### src/rtl/lane_fmt_pkg.sv
package lane_fmt_pkg;
  localparam int SMP_W  = 14;
  localparam int WORD_W = 16;
  localparam int DEC_W  = 4;

  typedef enum logic [1:0] {
    LANE_OFF    = 2'b00,
    LANE_COUNT  = 2'b01,
    LANE_SAMPLE = 2'b10,
    LANE_RSVD   = 2'b11
  } lane_mode_e;

  // Copy the sign bit upward to fill the lane word.
  function automatic logic [WORD_W-1:0] widen(input logic [SMP_W-1:0] s);
    return {{(WORD_W-SMP_W){s[SMP_W-1]}}, s};
  endfunction

  // Next decimation phase after a word is taken at phase cur.
  function automatic logic [DEC_W-1:0] phase_step(input logic [DEC_W-1:0] cur,
                                                   input logic [DEC_W-1:0] n);
    return (cur == n) ? '0 : cur + 1'b1;
  endfunction

  function automatic logic mode_sends(input logic [1:0] m);
    return (m == LANE_COUNT) || (m == LANE_SAMPLE);
  endfunction
endpackage

### src/rtl/lane_test_counter.sv
module lane_test_counter #(
  parameter int W = 16
) (
  input  logic         clk,
  input  logic         rst_n,
  input  logic         tick,
  output logic [W-1:0] count
);
  always_ff @(posedge clk) begin
    if (!rst_n)    count <= '0;
    else if (tick) count <= count + 1'b1;
  end
endmodule

### src/rtl/lane_decimator.sv
module lane_decimator
  import lane_fmt_pkg::*;
#(
  parameter int DW = DEC_W
) (
  input  logic          clk,
  input  logic          rst_n,
  input  logic [1:0]    mode,
  input  logic [DW-1:0] factor,
  input  logic          in_fire,
  output logic          cfg_change,
  output logic          emit
);
  logic [1:0]    mode_q;
  logic [DW-1:0] factor_q;
  logic [DW-1:0] phase_q;
  logic [DW-1:0] phase_eff;

  always_comb begin
    cfg_change = (mode != mode_q) || (factor != factor_q);
    phase_eff  = cfg_change ? '0 : phase_q;
    emit       = in_fire && (phase_eff == '0);
  end

  always_ff @(posedge clk) begin
    if (!rst_n) begin
      mode_q   <= LANE_OFF;
      factor_q <= '0;
      phase_q  <= '0;
    end else begin
      mode_q   <= mode;
      factor_q <= factor;
      phase_q  <= in_fire ? phase_step(phase_eff, factor) : phase_eff;
    end
  end
endmodule

### src/rtl/lane_word_select.sv
module lane_word_select
  import lane_fmt_pkg::*;
#(
  parameter int SW = SMP_W,
  parameter int OW = WORD_W
) (
  input  logic [1:0]    mode,
  input  logic [SW-1:0] smp,
  input  logic [OW-1:0] count,
  output logic [OW-1:0] word
);
  always_comb begin
    unique case (mode)
      LANE_COUNT:  word = count;
      LANE_SAMPLE: word = widen(smp);
      default:     word = '0;
    endcase
  end
endmodule

### src/rtl/adc_lane_formatter.sv
module adc_lane_formatter
  import lane_fmt_pkg::*;
#(
  parameter int SW = SMP_W,
  parameter int OW = WORD_W,
  parameter int DW = DEC_W
) (
  input  logic          clk,
  input  logic          rst_n,
  input  logic          smp_valid,
  input  logic [SW-1:0] smp_data,
  input  logic [1:0]    lane_mode,
  input  logic [DW-1:0] lane_decim,
  output logic [OW-1:0] lane_word,
  output logic          lane_valid
);
  logic          fire_in;
  logic          cfg_change;
  logic          emit;
  logic [OW-1:0] test_count;
  logic [OW-1:0] sel_word;

  assign fire_in = smp_valid && mode_sends(lane_mode);

  lane_test_counter #(.W(OW)) u_cnt (
    .clk(clk), .rst_n(rst_n), .tick(smp_valid), .count(test_count)
  );

  lane_decimator #(.DW(DW)) u_dec (
    .clk(clk), .rst_n(rst_n), .mode(lane_mode), .factor(lane_decim),
    .in_fire(fire_in), .cfg_change(cfg_change), .emit(emit)
  );

  lane_word_select #(.SW(SW), .OW(OW)) u_sel (
    .mode(lane_mode), .smp(smp_data), .count(test_count), .word(sel_word)
  );

  always_ff @(posedge clk) begin
    if (!rst_n) begin
      lane_word  <= '0;
      lane_valid <= 1'b0;
    end else begin
      lane_valid <= emit;
      if (emit) lane_word <= sel_word;
    end
  end
endmodule

### config.mk
export PLATFORM = sky130hd
export DESIGN_NAME = adc_lane_formatter
export DESIGN_NICKNAME = d
export VERILOG_FILES = /design/src/rtl/lane_fmt_pkg.sv /design/src/rtl/lane_test_counter.sv /design/src/rtl/lane_decimator.sv /design/src/rtl/lane_word_select.sv /design/src/rtl/adc_lane_formatter.sv
export SDC_FILE = /design/constraint.sdc
export NUM_CORES = 1
export LEC_CHECK = 0
export CAP_MARGIN = 10
export CORE_MARGIN = 3
export CORE_UTILIZATION = 51
export DETAILED_ROUTE_END_ITERATION = 10
export PLACE_DENSITY = 0.79
export SYNTH_ARGS = -nofsm -noshare
export SYNTH_HDL_FRONTEND = slang
export SYNTH_SLANG_ARGS = --single-unit
export TNS_END_PERCENT = 5
### constraint.sdc
create_clock -name clk -period 2.6 [get_ports clk]
set_input_delay 0.26 -clock clk [delete_from_list [all_inputs] [get_ports clk]]
set_output_delay 0.26 -clock clk [all_outputs]
set_load 0.01 [all_outputs]
==> results_dict.tcl, run 1 <==
set metrics [dict create \
    status "finished, final reports clean" \
    drt-initial-drc-count 74 \
    cts_setup_buffers 0 \
    cp_max_fo 33 \
    worst_slew_pin_slew_ns 0.598 \
    fin_setup_tns_ns 0 \
    die_y_um 68.9 \
    firstDrtPassIters 4 \
    power.internal_mw 0.981 \
    rsz0062_at_grt "false" \
    cts_sinks 43 \
    drt_wl_total_mm 3.80 \
    synth_cell_type_count 33 \
    wl_per_cell_um 12.7 \
    p_switching_mw 0.324 \
    p_leak_nw 1.09 \
    p_per_area_nw_per_um2 523 \
    synth_nets 245 \
    drv_cap 0 \
    initial_utilization 0.539 \
    netlist_instances 217 \
    r2r_cells 6 \
    ant_nets 0 \
    place_congestion 0.768 \
    clk_latency_ns 0.30 \
    ys_seq_area_frac 0.427 \
    fillers 327 \
    grt_max_degree 45 \
    ir_drop_v 0.000485 \
    critical_path_class "in2reg" \
    drive_gt1_frac 0.0675 \
    setup-violations-final 0 \
    cts-resized-gates 0 \
    overflow 0 \
    portBuffers 39 \
    reg2reg_slack_ns 0.58 \
    area_growth_syn_to_layout_pct 23.6 \
    syn_area_per_cell_um2 9.29 \
    row_count 22 \
    via_per_inst 5.28 \
    htreeDepth 2 \
    ys_ff_latch 43 \
    synth-warning-count 0 \
    cp_slowest_cell "clkdlybuf4s50_1" \
    cts_buffers 5 \
    drc 0 \
    multi_input_area_um2 1050 \
    syn-cell-area_um2 2020 \
    fin_skew_ns 0.00610 \
    grt_use_total 0.182 \
    max_freq_mhz 463 \
    crit_chain "clkdlybuf4s50_1 > xnor2_1 > nand4_2 > or3_1 > ha_1 > o311a_2 > o211a_1" \
    final_nets 279 \
    slew_headroom 0.602 \
    design.portCount 40 \
    final_util 0.666 \
    min_to "lane_word[3]$_SDFFE_PN0P_" \
    cp.required_ns 2.79 \
    rr_endpoint "lane_word[4]$_SDFFE_PN0P_" \
    max_stage_delay_ns 0.53 \
    path_clk_slew_ns 0.08 \
    swShare 0.248 \
    combPwrFrac 0.148 \
    holdPathStages 1 \
    min-delay-start "lane_word[3]$_SDFFE_PN0P_" \
    seq_power_share 0.541 \
    start_kind "input pin" \
    clockBufferDepth 2 \
    antenna_found_initial 0 \
    antenna_cells 0 \
    r2r-start "u_dec.factor_q[0]$_SDFF_PN0_" \
    cts-root-buf "clkbuf_8" \
    crit_arrival_ns 2.35 \
    tritoncts "done" \
    coreArea_um2 3740 \
    die-width_um 68.9 \
    period_share 0.831 \
    dieArea_um2 4750 \
    ff_latch_area_um2 861 \
    dp_hpwl_mm 2.64 \
    grt_pass1_wl_mm 6.48 \
    cts-hold-fix-buffers 0 \
    clkPwrFrac 0.311 \
    vias 1585 \
    layout_min_cycle_time_ns 2.16 \
    min_path_type "reg2reg" \
    critPathCaptureType "flip-flop" \
    grt_pass1_vias 1521 \
    slew_viol_final 0 \
    final-hold-violation-count 0 \
]
worst max-delay path by stage:
| stage | to | from | depth (start not counted) |
|---|---|---|---|
| 4_1_cts | lane_word[4]$_SDFFE_PN0P_ | lane_decim[0] | 7 |
| 3_3_place_gp | lane_word[12]$_SDFFE_PN0P_ | lane_decim[0] | 7 |
| 5_1_grt | lane_word[4]$_SDFFE_PN0P_ | lane_mode[0] | 7 |
| 6_report | lane_word[4]$_SDFFE_PN0P_ | lane_decim[0] | 7 |
| 2_1_floorplan | lane_word[0]$_SDFFE_PN0P_ | u_dec.factor_q[1]$_SDFF_PN0_ | 8 |
| 3_5_place_dp | lane_word[4]$_SDFFE_PN0P_ | lane_decim[0] | 7 |
power groups by stage:
stage                     sequential (mW)  clock [mW]  combinational (mW)
after detailed placement            0.721           0               0.195
final                               0.706       0.406               0.193
after floorplan                     0.728           0              0.0946
after global placement              0.721           0               0.192
after global routing                0.710       0.443               0.215
after CTS                           0.706       0.419               0.196
registers in the layout (all words and copies together), names as in the netlist:
name            flops
u_dec.phase_q       4
u_dec.mode_q        2
u_cnt.count        16
lane_word          16
u_dec.factor_q      4
lane_valid          1
metrics by stage:
step	cell area, um^2	hold slack, ns	setup WS [ns]	power (mW)	std cells
5_1_grt	2490	0.527	0.278	1.37	300
3_5_place_dp	2410	0.486	0.117	0.916	292
2_1_floorplan	2020	0.382	0.667	0.823	217
4_1_cts	2490	0.504	0.428	1.32	300
3_3_place_gp	2410	0.484	0.162	0.913	292
6_report	2490	0.503	0.440	1.30	300
layout make-up:
type / instances / share of cell area
Sequential cell: 43 / 0.345
Multi-Input combinational cell: 152 / 0.421
Tap cell: 48 / 0.0241
Timing Repair Buffer: 42 / 0.166
Clock inverter: 3 / 0.00602
Inverter: 7 / 0.0105
Clock buffer: 5 / 0.0276
cells in the mapped netlist (all sizes together):
cell type  count  area, um^2
and3           2        12.5
nor3           2        10.0
a21boi         2        15.0
nor2           5        18.8
dfxtp         43         861
nand2         27         101
or2            1        6.26
nand4          4        31.3
ha             5        62.6
o311a          1        11.3
a21o           1        7.51
buf            4        38.8
xor2           6        52.6
nor4           1        12.5
or3            3        18.8
and2          19         120
o21ai          2        10.0
nand2b         1        6.26
nand3         10        50.1
inv            7        26.3
o22ai          2        12.5
clkbuf        11        41.3
and2b          1        7.51
mux2i          1        10.0
nor2b          4        25.0
o211a         16         160
xnor2         18         158
a21oi          4        20.0
a22oi         13        97.6
a211oi         1        12.5
routing by layer:
| metal | up-vias | share of wire | routed length [um] | GRT usage |
|---|---|---|---|---|
| li1 | 811 | - | - | - |
| met1 | 740 | 0.47 | 1780 | 0.212 |
| met2 | 26 | 0.47 | 1800 | 0.313 |
| met3 | 8 | 0.036 | 138 | 0.0454 |
| met4 | 0 | 0.021 | 78 | 0.0827 |
| met5 | - | 0 | 0 | 0 |
worst max-delay path: cells and delay by family:
family                     cells  cell delay (ns)
buffers and inverters          1             0.53
AOI/OAI and AO/OA              2             0.59
and+or+nand+nor                2             0.60
adders and majority gates      1             0.20
xor gates and xnor gates       1             0.16
cells in the final DEF, fill, tap and decap left out, types with 2 or more instances in the layout:
cell type,netlist,routed
o22ai_1,2,2
and2_1,18,18
clkinv_2,0,3
ha_1,5,5
inv_1,7,7
a22oi_1,13,13
or3_1,3,3
nor2_1,5,5
and3_1,2,2
a21boi_0,2,2
xor2_1,6,6
nor2b_1,4,4
a21oi_1,4,4
nor3_1,2,2
xnor2_1,18,18
nand3_1,10,10
clkbuf_8,0,5
o21ai_0,2,2
clkdlybuf4s50_1,0,39
nand4_1,3,3
o211a_1,16,16
dfxtp_1,43,43
buf_4,0,3
nand2_1,27,27
logic make-up after synthesis:
group | synth area share
and+or+nand+nor | 0.208
DFF | 0.427
AOI/OAI and AO/OA | 0.172
xor gates and xnor gates | 0.104
buffers and inverters | 0.0527
adders and majority gates | 0.0310
muxes | 0.00496
Note: power is estimated with default switching activity, not from simulation.
==> run 2: changes to the inputs <==
==> constraint.sdc (replaced) <==
create_clock -name clk -period 2.05 [get_ports clk]
set_input_delay 0.205 -clock clk [delete_from_list [all_inputs] [get_ports clk]]
set_output_delay 0.205 -clock clk [all_outputs]
set_load 0.01 [all_outputs]
==> results_dict.tcl, run 2 (synthesized netlist as in run 1, its figures left out) <==
set metrics [dict create \
    final_common_cell "dfxtp_1" \
    max_freq_mhz 511 \
    drt_wl_total_mm 4.21 \
    drive_gt1_frac 0.128 \
    slew_viol_final 0 \
    antenna_cells 0 \
    antenna_found_initial 0 \
    cts_sinks 43 \
    initial_utilization 0.539 \
    final_cell_mix "43 x dfxtp_1, 39 x clkdlybuf4s50_1, 27 x nand2_1" \
    drc 0 \
    clkPwrFrac 0.296 \
    status "finished, final reports clean" \
    cp_max_fo 4 \
    cts-hold-fix-buffers 0 \
    grt_max_degree 45 \
    drt-initial-drc-count 97 \
    overflow 0 \
    final_nets 294 \
    layout_min_cycle_time_ns 1.96 \
    dp_hpwl_mm 2.93 \
    cts_buffers 5 \
    crit_arrival_ns 2.14 \
    worst_slew_pin_slew_ns 0.567 \
    p_leak_nw 1.17 \
    combPwrFrac 0.162 \
    grt_pass1_vias 1611 \
    min_path_type "reg2reg" \
    slew_headroom 0.622 \
    die_y_um 68.9 \
    critPathCaptureType "flip-flop" \
    dieArea_um2 4750 \
    ir_drop_v 0.000532 \
    cts_setup_buffers 0 \
    vias 1643 \
    final_util 0.703 \
    via_per_inst 5.25 \
    cts-root-buf "clkbuf_8" \
    p_switching_mw 0.400 \
    p_total_mw 1.65 \
    swShare 0.242 \
    grt_use_total 0.199 \
    design_area_um2 2630 \
    critical_path_class "in2reg" \
    holdPathStages 1 \
    ant_nets 0 \
    htreeDepth 2 \
    firstDrtPassIters 4 \
    clockBufferDepth 2 \
    design.portCount 40 \
    portBuffers 39 \
    r2r_cells 8 \
    reg_top3 "lane_word (16), u_cnt.count (16)" \
    start_kind "input pin" \
    path_clk_slew_ns 0.08 \
    die-width_um 68.9 \
    drv_cap 0 \
    seq_power_share 0.543 \
    area_growth_syn_to_layout_pct 30.5 \
    coreArea_um2 3740 \
    setup-violations-final 0 \
    grt_pass1_wl_mm 6.96 \
    p_per_area_nw_per_um2 629 \
    period_share 0.954 \
    place_congestion 0.812 \
    row_count 22 \
    cts-resized-gates 0 \
    tritoncts "done" \
    fin_skew_ns 0.00819 \
    power.internal_mw 1.25 \
    placedInstanceArea_um2 2520 \
    cp.required_ns 2.23 \
    final-hold-violation-count 0 \
    wl_per_cell_um 13.5 \
    clk_latency_ns 0.29 \
]
==> run 2: power groups by stage <==
| stage | registers (mW) | clock network [mW] | logic, mW |
|---|---|---|---|
| after global placement | 0.914 | 0 | 0.258 |
| final | 0.897 | 0.489 | 0.268 |
| after floorplan | 0.924 | 0 | 0.120 |
| after detailed placement | 0.916 | 0 | 0.262 |
| after CTS | 0.897 | 0.498 | 0.263 |
| after global routing | 0.901 | 0.536 | 0.295 |
==> run 2: worst paths after layout <==
check	endpoint	slack, ns	startpoint
hold / removal	lane_word[1]$_SDFFE_PN0P_	0.50	lane_word[1]$_SDFFE_PN0P_
setup / recovery	u_dec.phase_q[1]$_SDFF_PN0_	0.09	lane_mode[0]
hold reg to reg	lane_word[1]$_SDFFE_PN0P_	0.50	lane_word[1]$_SDFFE_PN0P_
setup reg to reg	u_dec.phase_q[1]$_SDFF_PN0_	0.14	u_dec.factor_q[0]$_SDFF_PN0_
==> run 2: critical path, cell delays in order <==
cell and delay, ns:
clkdlybuf4s50_1 0.52, xnor2_1 0.15, nand4_2 0.16, or3_4 0.40, buf_4 0.17, xnor2_2 0.13
nor4_2 0.14, buf_4 0.18, o22ai_1 0.09
==> run 2: final cells by class <==
| cell class | count | area (um^2) |
|---|---|---|
| inverters | 7 | 26.3 |
| multi-input cells | 152 | 1090 |
| fillers | 308 | 1110 |
| well taps | 48 | 60.1 |
| repair buffers | 57 | 526 |
| flip-flops and latches | 43 | 861 |
| clock buffers | 6 | 72.6 |
==> run 2: layer usage <==
metal,global-route usage,up-vias,part of all wire
li1,-,844,-
met1,0.232,767,0.46
met2,0.348,28,0.49
met3,0.0600,4,0.034
met4,0.0633,0,0.013
met5,0,-,0
==> run 2: per-stage QoR <==
stage                     hold WS, ns  cells  setup TNS, ns  setup WS, ns
after floorplan                 0.327    217              0         0.117
after global placement          0.483    307          -4.29        -0.225
final                           0.503    313              0        0.0945
after detailed placement        0.485    307          -4.94        -0.270
after global routing            0.527    313        -0.0622       -0.0368
after CTS                       0.505    313              0        0.0293
==> run 3: changes to the inputs <==
--- a/config.mk
+++ b/config.mk
@@ -7,9 +7,8 @@
 export LEC_CHECK = 0
 export CAP_MARGIN = 10
 export CORE_MARGIN = 3
-export CORE_UTILIZATION = 51
+export CORE_UTILIZATION = 34
 export DETAILED_ROUTE_END_ITERATION = 10
-export PLACE_DENSITY = 0.79
 export SYNTH_ARGS = -nofsm -noshare
 export SYNTH_HDL_FRONTEND = slang
 export SYNTH_SLANG_ARGS = --single-unit
==> results_dict.tcl, run 3 (synthesized netlist as in run 1, its figures left out) <==
set metrics [dict create \
    fin_cells 346 \
    drc 0 \
    period_share 0.951 \
    coreArea_um2 5610 \
    min_to "lane_word[15]$_SDFFE_PN0P_" \
    path_clk_slew_ns 0.08 \
    max_freq_mhz 513 \
    cts-root-buf "clkbuf_8" \
    cp_max_fo 16 \
    p_per_area_nw_per_um2 636 \
    placedCellCount 337 \
    critPathCaptureType "flip-flop" \
    dr.max_layer_used "met4" \
    rsz0062_at_grt "true" \
    vias 1656 \
    setup-violations-final 0 \
    r2r-start "u_dec.factor_q[0]$_SDFF_PN0_" \
    final_cell_mix "43 x dfxtp_1, 39 x clkdlybuf4s50_1, 27 x nand2_1" \
    fillers 570 \
    drt-initial-drc-count 69 \
    wl_per_cell_um 13.4 \
    overflow 0 \
    worst_slew_pin_slew_ns 0.386 \
    cts_sinks 43 \
    fin_setup_tns_ns 0 \
    multi_input_area_um2 1090 \
    antenna_found_initial 0 \
    final-hold-violation-count 0 \
    ir_drop_v 0.000307 \
    clockBufferDepth 2 \
    critical_path_class "in2reg" \
    placedInstanceArea_um2 2600 \
    ant_nets 0 \
    tritoncts "done" \
    die-width_um 83.0 \
    drive_gt1_frac 0.153 \
    initial_utilization 0.360 \
    row_count 27 \
    grt_pass1_wl_mm 7.60 \
    place_congestion 0.861 \
    reg_top3 "lane_word (16), u_cnt.count (16)" \
    hold_slack_ns 0.505 \
    met1Wirelength_mm 2.26 \
    firstDrtPassIters 4 \
    cp.required_ns 2.25 \
    final_nets 301 \
    p_leak_nw 1.20 \
    via_per_inst 4.79 \
    start_kind "input pin" \
    dr_wl_met3_um 173 \
    cts_setup_buffers 0 \
    min-delay-start "lane_word[15]$_SDFFE_PN0P_" \
    reg2reg_slack_ns 0.15 \
    rr_endpoint "lane_valid$_SDFF_PN0_" \
    r2r_cells 6 \
    htreeDepth 2 \
    portBuffers 39 \
    slew_headroom 0.743 \
    slew_viol_final 0 \
    wl_met2_mm 2.16 \
    ff_latch_area_um2 861 \
    antenna_cells 0 \
    die_y_um 83.0 \
    holdPathStages 1 \
    grt_max_degree 45 \
    fin_skew_ns 0.00824 \
    drt_wl_total_mm 4.64 \
    grt_pass1_vias 1684 \
    design.portCount 40 \
    status "finished, final reports clean" \
    area_growth_syn_to_layout_pct 35.2 \
    grt_use_total 0.134 \
    min_path_type "reg2reg" \
    drv_cap 0 \
    final_common_cell "dfxtp_1" \
    crit_arrival_ns 2.15 \
    dieArea_um2 6890 \
    design_area_um2 2730 \
    dp_hpwl_mm 3.00 \
    clk_latency_ns 0.30 \
    layout_min_cycle_time_ns 1.95 \
    cts_buffers 5 \
]
## run 3: report_power, final
| part | switching [mW] | total, mW | internal [mW] | leakage, nW |
|---|---|---|---|---|
| clock | 0.313 | 0.557 | 0.244 | 0.0408 |
| combinational | 0.123 | 0.283 | 0.159 | 0.806 |
| sequential | 0.0215 | 0.894 | 0.873 | 0.351 |
## run 3: final cells by class
cell class,instances,share of cell area
Clock inverter,3,0.00872
Inverter,7,0.00964
Tap cell,72,0.0330
Timing Repair Buffer,63,0.209
Multi-Input combinational cell,153,0.398
Clock buffer,5,0.0252
Sequential cell,43,0.316
## run 3: how the worst max path moves through the flow
| stage | startpoint | end | slack (ns) | depth (start not counted) |
|---|---|---|---|---|
| finish | lane_mode[0] | lane_valid$_SDFF_PN0_ | 0.1 | 7 |
| detailed placement | lane_mode[0] | lane_word[11]$_SDFFE_PN0P_ | -0.28 | 7 |
| CTS | lane_mode[0] | lane_word[11]$_SDFFE_PN0P_ | 0.01 | 7 |
| global route | lane_mode[0] | u_dec.phase_q[2]$_SDFF_PN0_ | -0.01 | 12 |
| floorplan | u_dec.factor_q[1]$_SDFF_PN0_ | lane_word[0]$_SDFFE_PN0P_ | 0.12 | 8 |
| global placement | lane_mode[0] | lane_word[6]$_SDFFE_PN0P_ | -0.26 | 7 |
## run 3: repair_timing
action	in CTS	in global routing
resized for setup	0	4
hold buffers	0	0
endpoints found under the setup margin	0	19
## run 3: through the flow
step	setup WS (ns)	util	power, mW
after detailed placement	-0.279	0.463	1.19
after global routing	-0.0122	0.486	1.82
final	0.0996	0.486	1.73
after CTS	0.0138	0.480	1.75
after floorplan	0.117	-	1.04
after global placement	-0.264	0.463	1.18
## run 3: layer usage
metal / GRT usage / vias up
li1: - / 860
met1: 0.167 / 762
met2: 0.219 / 30
met3: 0.0407 / 4
met4: 0.0461 / 0
met5: 0 / -
## run 3: critical path, cell delays in order
cell             delay, ns
clkdlybuf4s50_1       0.52
xnor2_1               0.15
nand4_2               0.17
or3_4                 0.40
ha_1                  0.24
o311a_2               0.25
and2_1                0.21
